## config.mk

```make
export PLATFORM = sky130hd
export DESIGN_NAME = alu_core
export DESIGN_NICKNAME = d
export VERILOG_FILES = /design/src/rtl/alu_pkg.sv /design/src/rtl/alu_ctrl.sv /design/src/rtl/alu_datapath.sv /design/src/rtl/alu_core.sv
export SDC_FILE = /design/constraint.sdc
export NUM_CORES = 1
export LEC_CHECK = 0
export BUFFER_PORTS_ARGS = -buffer_cell sky130_fd_sc_hd__buf_2
export CAP_MARGIN = 25
export CORE_MARGIN = 5
export CORE_UTILIZATION = 25
export DETAILED_ROUTE_END_ITERATION = 16
export GPL_TIMING_DRIVEN = 1
export SLEW_MARGIN = 20
export SYNTH_ARGS = -nofsm -noshare
export SYNTH_HDL_FRONTEND = slang
export SYNTH_SLANG_ARGS = --single-unit
```

## constraint.sdc

```tcl
create_clock -name vclk -period 15.2
set_input_delay 0.76 -clock vclk [all_inputs]
set_output_delay 0.76 -clock vclk [all_outputs]
set_load 0.02 [all_outputs]
```

## src/rtl/alu_pkg.sv

```systemverilog
package alu_pkg;

  // Strobes passed from the decoder to the datapath
  typedef struct packed {
    logic invertB;   // complement second operand
    logic carryIn;   // adder carry into bit 0
    logic selAnd;    // result from AND stage
    logic selOr;     // result from OR stage
    logic selAdd;    // result from adder
  } alu_ctrl_t;

  localparam int FUNC_W = 3;

endpackage

```

## src/rtl/alu_ctrl.sv

```systemverilog
module alu_ctrl
  import alu_pkg::*;
(
  input  logic [FUNC_W-1:0] funcCode,
  output alu_ctrl_t         ctrl
);

  logic [1:0] stageSel;

  assign stageSel = funcCode[1:0];

  always_comb begin
    ctrl.invertB = funcCode[2];
    ctrl.carryIn = funcCode[2];
    ctrl.selAnd  = (stageSel == 2'b00);
    ctrl.selOr   = (stageSel == 2'b01);
    ctrl.selAdd  = (stageSel == 2'b10);
  end

  always_comb begin

    single_stage_chk: assert ($onehot0({ctrl.selAnd, ctrl.selOr, ctrl.selAdd}))
      else $error("more than one result stage selected");
  end

endmodule

```

## src/rtl/alu_datapath.sv

```systemverilog
module alu_datapath
  import alu_pkg::*;
#(
  parameter int WIDTH = 16
) (
  input  logic [WIDTH-1:0] opA,
  input  logic [WIDTH-1:0] opB,
  input  alu_ctrl_t        ctrl,
  output logic [WIDTH-1:0] result,
  output logic             carryOut,
  output logic             overflow,
  output logic             isZero
);

  localparam int MSB = WIDTH - 1;

  logic [WIDTH-1:0] bMod;
  logic [WIDTH-1:0] sumBits;
  logic [WIDTH-1:0] andBits;
  logic [WIDTH-1:0] orBits;
  logic [WIDTH:0]   carryChain;

  // One conditional inverter shared by logic and arithmetic
  assign bMod          = ctrl.invertB ? ~opB : opB;
  assign carryChain[0] = ctrl.carryIn;

  generate
    for (genvar i = 0; i < WIDTH; i++) begin : g_bit
      logic genBit;
      logic propBit;
      assign genBit          = opA[i] & bMod[i];
      assign propBit         = opA[i] ^ bMod[i];
      assign sumBits[i]      = propBit ^ carryChain[i];
      assign carryChain[i+1] = genBit | (propBit & carryChain[i]);
    end
  endgenerate

  assign andBits = opA & bMod;
  assign orBits  = opA | bMod;

  always_comb begin
    result = '0;
    if (ctrl.selAnd) result = andBits;
    if (ctrl.selOr)  result = orBits;
    if (ctrl.selAdd) result = sumBits;
  end

  assign carryOut = ctrl.selAdd & carryChain[WIDTH];
  assign overflow = ctrl.selAdd & (carryChain[WIDTH] ^ carryChain[MSB]);
  assign isZero   = ~|result;

  always_comb begin
    if (ctrl.selAdd && !ctrl.invertB) begin

      sum_add_chk: assert (result == WIDTH'(opA + opB))
        else $error("adder sum mismatch");
    end
    if (ctrl.selAdd && ctrl.invertB) begin

      sum_sub_chk: assert (result == WIDTH'(opA - opB))
        else $error("subtract mismatch");
    end
    if (!ctrl.selAnd && !ctrl.selOr && !ctrl.selAdd) begin

      unused_zero_chk: assert (result == '0 && !carryOut && !overflow)
        else $error("unused code output not zero");
    end
    if (!ctrl.selAdd) begin

      no_overflow_chk: assert (!overflow)
        else $error("overflow raised outside arithmetic");

      no_carry_chk: assert (!carryOut)
        else $error("carry raised outside arithmetic");
    end
  end

endmodule

```

## src/rtl/alu_core.sv

```systemverilog
module alu_core
  import alu_pkg::*;
#(
  parameter int WIDTH = 16
) (
  input  logic [WIDTH-1:0]  opA,
  input  logic [WIDTH-1:0]  opB,
  input  logic [FUNC_W-1:0] funcCode,
  output logic [WIDTH-1:0]  result,
  output logic              carryOut,
  output logic              overflow,
  output logic              isZero
);

  alu_ctrl_t ctrlStrobes;

  alu_ctrl ctrl_i (
    .funcCode (funcCode),
    .ctrl     (ctrlStrobes)
  );

  alu_datapath #(.WIDTH(WIDTH)) dp_i (
    .opA      (opA),
    .opB      (opB),
    .ctrl     (ctrlStrobes),
    .result   (result),
    .carryOut (carryOut),
    .overflow (overflow),
    .isZero   (isZero)
  );

  always_comb begin

    zero_flag_chk: assert (isZero == (result == '0))
      else $error("zero flag disagrees with result");
  end

endmodule

```

==> results.cfg, run 1 <==
[run_status]
status = finished clean

[logic_synthesis]
synth_top_family_by_area = adder cells
syn-num-nets = 245
synth_compound_area_share_pct = 9.92
synthSimpleGateAreaFrac_pct = 5.40
ys_seq_area_share_pct = 0
synth-xor-area-share_pct = 11.0
yosysUniqueCellTypes = 20
syn_area_per_cell_um2 = 8.82
syn_area_um2 = 1440
ys_warn_count = 0
muxShareOfSynthArea_pct = 7.66
syn_inst = 163
synth_fa_ha_area_share_pct = 48.7

[timing]
rsz0062_at_grt = false
maxSlewHeadroom_pct = 65.4
fin_tns_setup_ps = 0
post-route-min-period_ps = 9550
finalCritPeriodShare_pct = 62.8
worstMarginPinSlew_ps = 520
fmax_mhz = 105
hold_viol = 0
setup_viol = 0
maxSlewViolCount = 0

[final_layout]
regArea_um2 = 0
syn2layout_area_growth_pct = 18.7
n_fill_cell = 633
finish.instance_area_um2 = 1710
final_util_pct = 30.8
n_sequential_cell = 0
n_antenna_cell = 0
final_layout_size_suffix_gt1_share_pct = 27.4
layout.nets = 292
nClkBuffers = 0
multi_input_area_um2 = 1190

[route]
drt-pass1-iter-count = 4
ant_nets = 0
drtIter0Drc = 30
wl_per_cell_um = 11.7
vias = 1162
viasPerCell = 4.15
drcViolationCount = 0
drt_wl_total_um = 3280

[clock_network]
post_cts_buffers = 0
cts_resized = 0
ctsHoldBuffers = 0

[min_path]
hold_class = primary input to output port
min-delay-start = funcCode[1]

[placed_design]
dpl.hpwl_um = 2870
gp_congestion = 0.762
placed_area_um2 = 1710
portBuffers = 54

[global_routing]
antenna_found_initial = 0
grt_pass1_vias = 1205
grt_pass1_wl_um = 5410
grt_overflow_total = 0
grt_max_degree = 24
grt_util_all_layers_pct = 8.81

[setup_path]
cp_data_required_time_ps = 14440
critPathArrivalTime_ps = 8790
cp-end-kind = output port
start_kind = primary input
crit_start = funcCode[2]
path_class = primary input to output port
path_max_fanout = 18

[floorplan]
die_w_um = 85.8
dieHeight_um = 85.8
start_util_pct = 25.9
core_um2 = 5540
num_rows = 27
fp.dieArea_um2 = 7370
ios = 54

[power_and_ir_drop]
leakagePower_nw = 0.980
ir_worst_vdd_mv = 0.0185
pwr_density_cell_nw_per_um2 = 39.1

[job]
maxCapViolCount = 0
==> cell families after synthesis <==
family	Yosys count
buffers and inverters	51
adder cells (fa/ha/maj)	47
AO/OA/AOI/OAI	22
XOR/XNOR	18
AND/OR/NAND/NOR	14
multiplexers	11
==> final timing paths <==
kind	endpoint	cells past startpoint
setup / recovery	isZero	22
hold / removal	result[6]	3
==> Yosys cell counts <==
library cell,count,area share [%]
o21ai_0,5,1.7
inv_1,42,11
buf_12,1,1.4
and4_1,1,0.61
buf_2,3,1.0
o22ai_1,14,6.1
fa_1,15,21
ha_1,32,28
buf_6,3,2.3
o22ai_2,2,1.7
nor2_1,2,0.52
mux2i_1,11,7.7
nand2b_4,1,0.96
buf_4,1,0.52
o21ai_1,1,0.35
xor2_1,16,9.7
nor4_1,4,1.7
buf_8,1,1.0
xnor2_1,2,1.2
nand2_1,6,1.6
==> layer usage <==
layer	vias up	global-route usage, %	wire length, µm
met2	29	16.5	1670
met5	-	0	0
met3	0	0.384	94
met1	542	11.8	1520
met4	0	0	0
li1	591	-	-
==> area by class of cell <==
class | instances | share of cell area, %
inverters | 42 | 9.24
multi-input cells | 112 | 69.6
well taps | 72 | 5.28
repair buffers | 54 | 15.8
==> worst max-delay path: stages <==
cell	delay, ps
buf_2	420
xor2_1	230
inv_1	100
fa_1	390
fa_1	420
fa_1	450
fa_1	440
fa_1	430
fa_1	430
fa_1	430
fa_1	420
fa_1	430
fa_1	420
fa_1	440
fa_1	430
fa_1	420
fa_1	450
fa_1	510
o22ai_1	110
nor4_1	250
and4_1	220
buf_2	160
==> through the flow <==
step | instances | power [mW] | worst slack (ps) | hold WS, ps
6_report | 280 | 0.0667 | 5650 | 2120
5_1_grt | 280 | 0.0760 | 5290 | 2170
4_1_cts | 280 | 0.0684 | 5560 | 2120
3_5_place_dp | 280 | 0.0681 | 5580 | 2120
3_3_place_gp | 280 | 0.0671 | 5670 | 2120
2_1_floorplan | 163 | 0.0490 | 5910 | 1820
==> cells in the final DEF, fill, tap and decap left out, drive strengths merged <==
master  synthesis  layout
buf             9      54
inv            42      42
ha             32      32
xor2           16      16
o22ai          16      16
fa             15      15
mux2i          11      11
nand2           6       6
o21ai           6       6
nor4            4       4
xnor2           2       2
nor2            2       2
nand2b          1       1
and4            1       1
==> power by group <==
part           total, mW  internal [mW]  switching [mW]
Clock                  0              0               0
Combinational     0.0667         0.0265          0.0401
Sequential             0              0               0
Total             0.0667         0.0265          0.0401
(Power assumes the default switching activity.)
==> inputs of run 2 (changes only) <==
clock period = 8.9 ns   (was 15.2 ns; I/O delays follow)
==> run 2 against run 1 <==
Sequential cell count unchanged. Final cell count is 0.71% higher. Die area did not move. Non-clock buffer count up 2. Worst hold slack worse by 640 ps. Sequential share of layout area did not move. Power is 73% higher. Design area increased by 1.5%. Critical path type unchanged.
==> results.cfg, run 2 (synthesized netlist as in run 1, its figures left out) <==
[setup_path]
path_class = primary input to output port
cp-end-kind = output port
cp_data_required_time_ps = 8460
critPathArrivalTime_ps = 7950
start_kind = primary input
path_max_fanout = 4

[route]
vias = 1166
ant_nets = 0
drcViolationCount = 0
drt_wl_total_um = 3260
drt-pass1-iter-count = 4
viasPerCell = 4.13
wl_per_cell_um = 11.6
drtIter0Drc = 9

[floorplan]
ios = 54
start_util_pct = 25.9
die_w_um = 85.8
fp.dieArea_um2 = 7370
num_rows = 27
dieHeight_um = 85.8
core_um2 = 5540

[final_layout]
final_layout_size_suffix_gt1_share_pct = 29.0
final_common_cell = buf_2
n_fill_cell = 606
syn2layout_area_growth_pct = 20.5
regArea_um2 = 0
mostFrequentLayoutCells = buf_2 (54), inv_1 (42), ha_1 (32)
nClkBuffers = 0
n_antenna_cell = 0
layout.nets = 294
n_sequential_cell = 0

[global_routing]
grt.busiest_layer = met2
grt_overflow_total = 0
grt_max_degree = 24
antenna_found_initial = 0
grtUsageMet1_pct = 11.8
grt_pass1_wl_um = 5450
grt.met3_usage_pct = 0.865
gr-usage-met2_pct = 16.2
grt_pass1_vias = 1192
grt_util_all_layers_pct = 8.82

[timing]
maxSlewViolCount = 0
hold_viol = 0
rsz0062_at_grt = false
post-route-min-period_ps = 8390
whs_ps = 1480
finalCritPeriodShare_pct = 94.3
fmax_mhz = 119
maxSlewHeadroom_pct = 67.6
fin_tns_setup_ps = 0
setup_viol = 0
worstMarginPinSlew_ps = 486

[clock_network]
post_cts_buffers = 0
ctsHoldBuffers = 0
cts_resized = 0

[placed_design]
gp_congestion = 0.761
dpl.hpwl_um = 2920
portBuffers = 54

[power_and_ir_drop]
ir_worst_vdd_mv = 0.0270
pwr_density_cell_nw_per_um2 = 66.5
leakagePower_nw = 0.991

[job]
maxCapViolCount = 0

[min_path]
hold_class = primary input to output port

[run_status]
status = finished clean
run 2: cell types whose count changed in the layout (fill, tap and decap cells not counted), sizes merged:
cell | before | now
buf | 54 | 56
run 2: path summary, 6_finish.rpt:
path	to	start	slack, ps	depth (start not counted)
setup / recovery	isZero	funcCode[2]	510	22
hold / removal	result[6]	funcCode[1]	1480	3
run 2: critical path, cell delays in order:
cell and delay, ps:
buf_2 140, xor2_2 170, inv_1 80, fa_1 400
fa_1 430, fa_1 440, fa_1 440, fa_1 440
fa_1 440, fa_1 430, fa_1 430, fa_1 420
fa_1 420, fa_1 430, fa_1 430, fa_1 430
fa_2 390, fa_1 490, o22ai_1 100, nor4_1 170
and4_1 220, buf_2 160
run 2: metal layers:
metal	vias up	share of wire [%]
met1	540	44
met2	30	51
met4	0	0
met3	0	4.8
li1	596	-
met5	-	0
run 2: metrics by stage:
step | setup slack (ps) | cells | power (mW) | instance area (µm²) | util [%]
global placement | 328 | 282 | 0.115 | 1720 | 31.1
global route | 48.2 | 282 | 0.132 | 1730 | 31.3
finish | 507 | 282 | 0.115 | 1730 | 31.3
floorplan | 240 | 163 | 0.0837 | 1440 | -
detailed placement | 267 | 282 | 0.117 | 1720 | 31.1
CTS | 238 | 282 | 0.118 | 1720 | 31.1
run 2: where the power goes:
part,switching [mW],internal (mW)
Sequential,0,0
Combinational,0.0689,0.0463
Clock,0,0
Total,0.0689,0.0463
run 2: final cells by class:
class                           count  area (µm²)  share of cell area [%]
Timing Repair Buffer               56         285                    16.5
Inverter                           42         158                    9.10
Tap cell                           72        90.1                    5.20
Multi-Input combinational cell    112        1200                    69.2
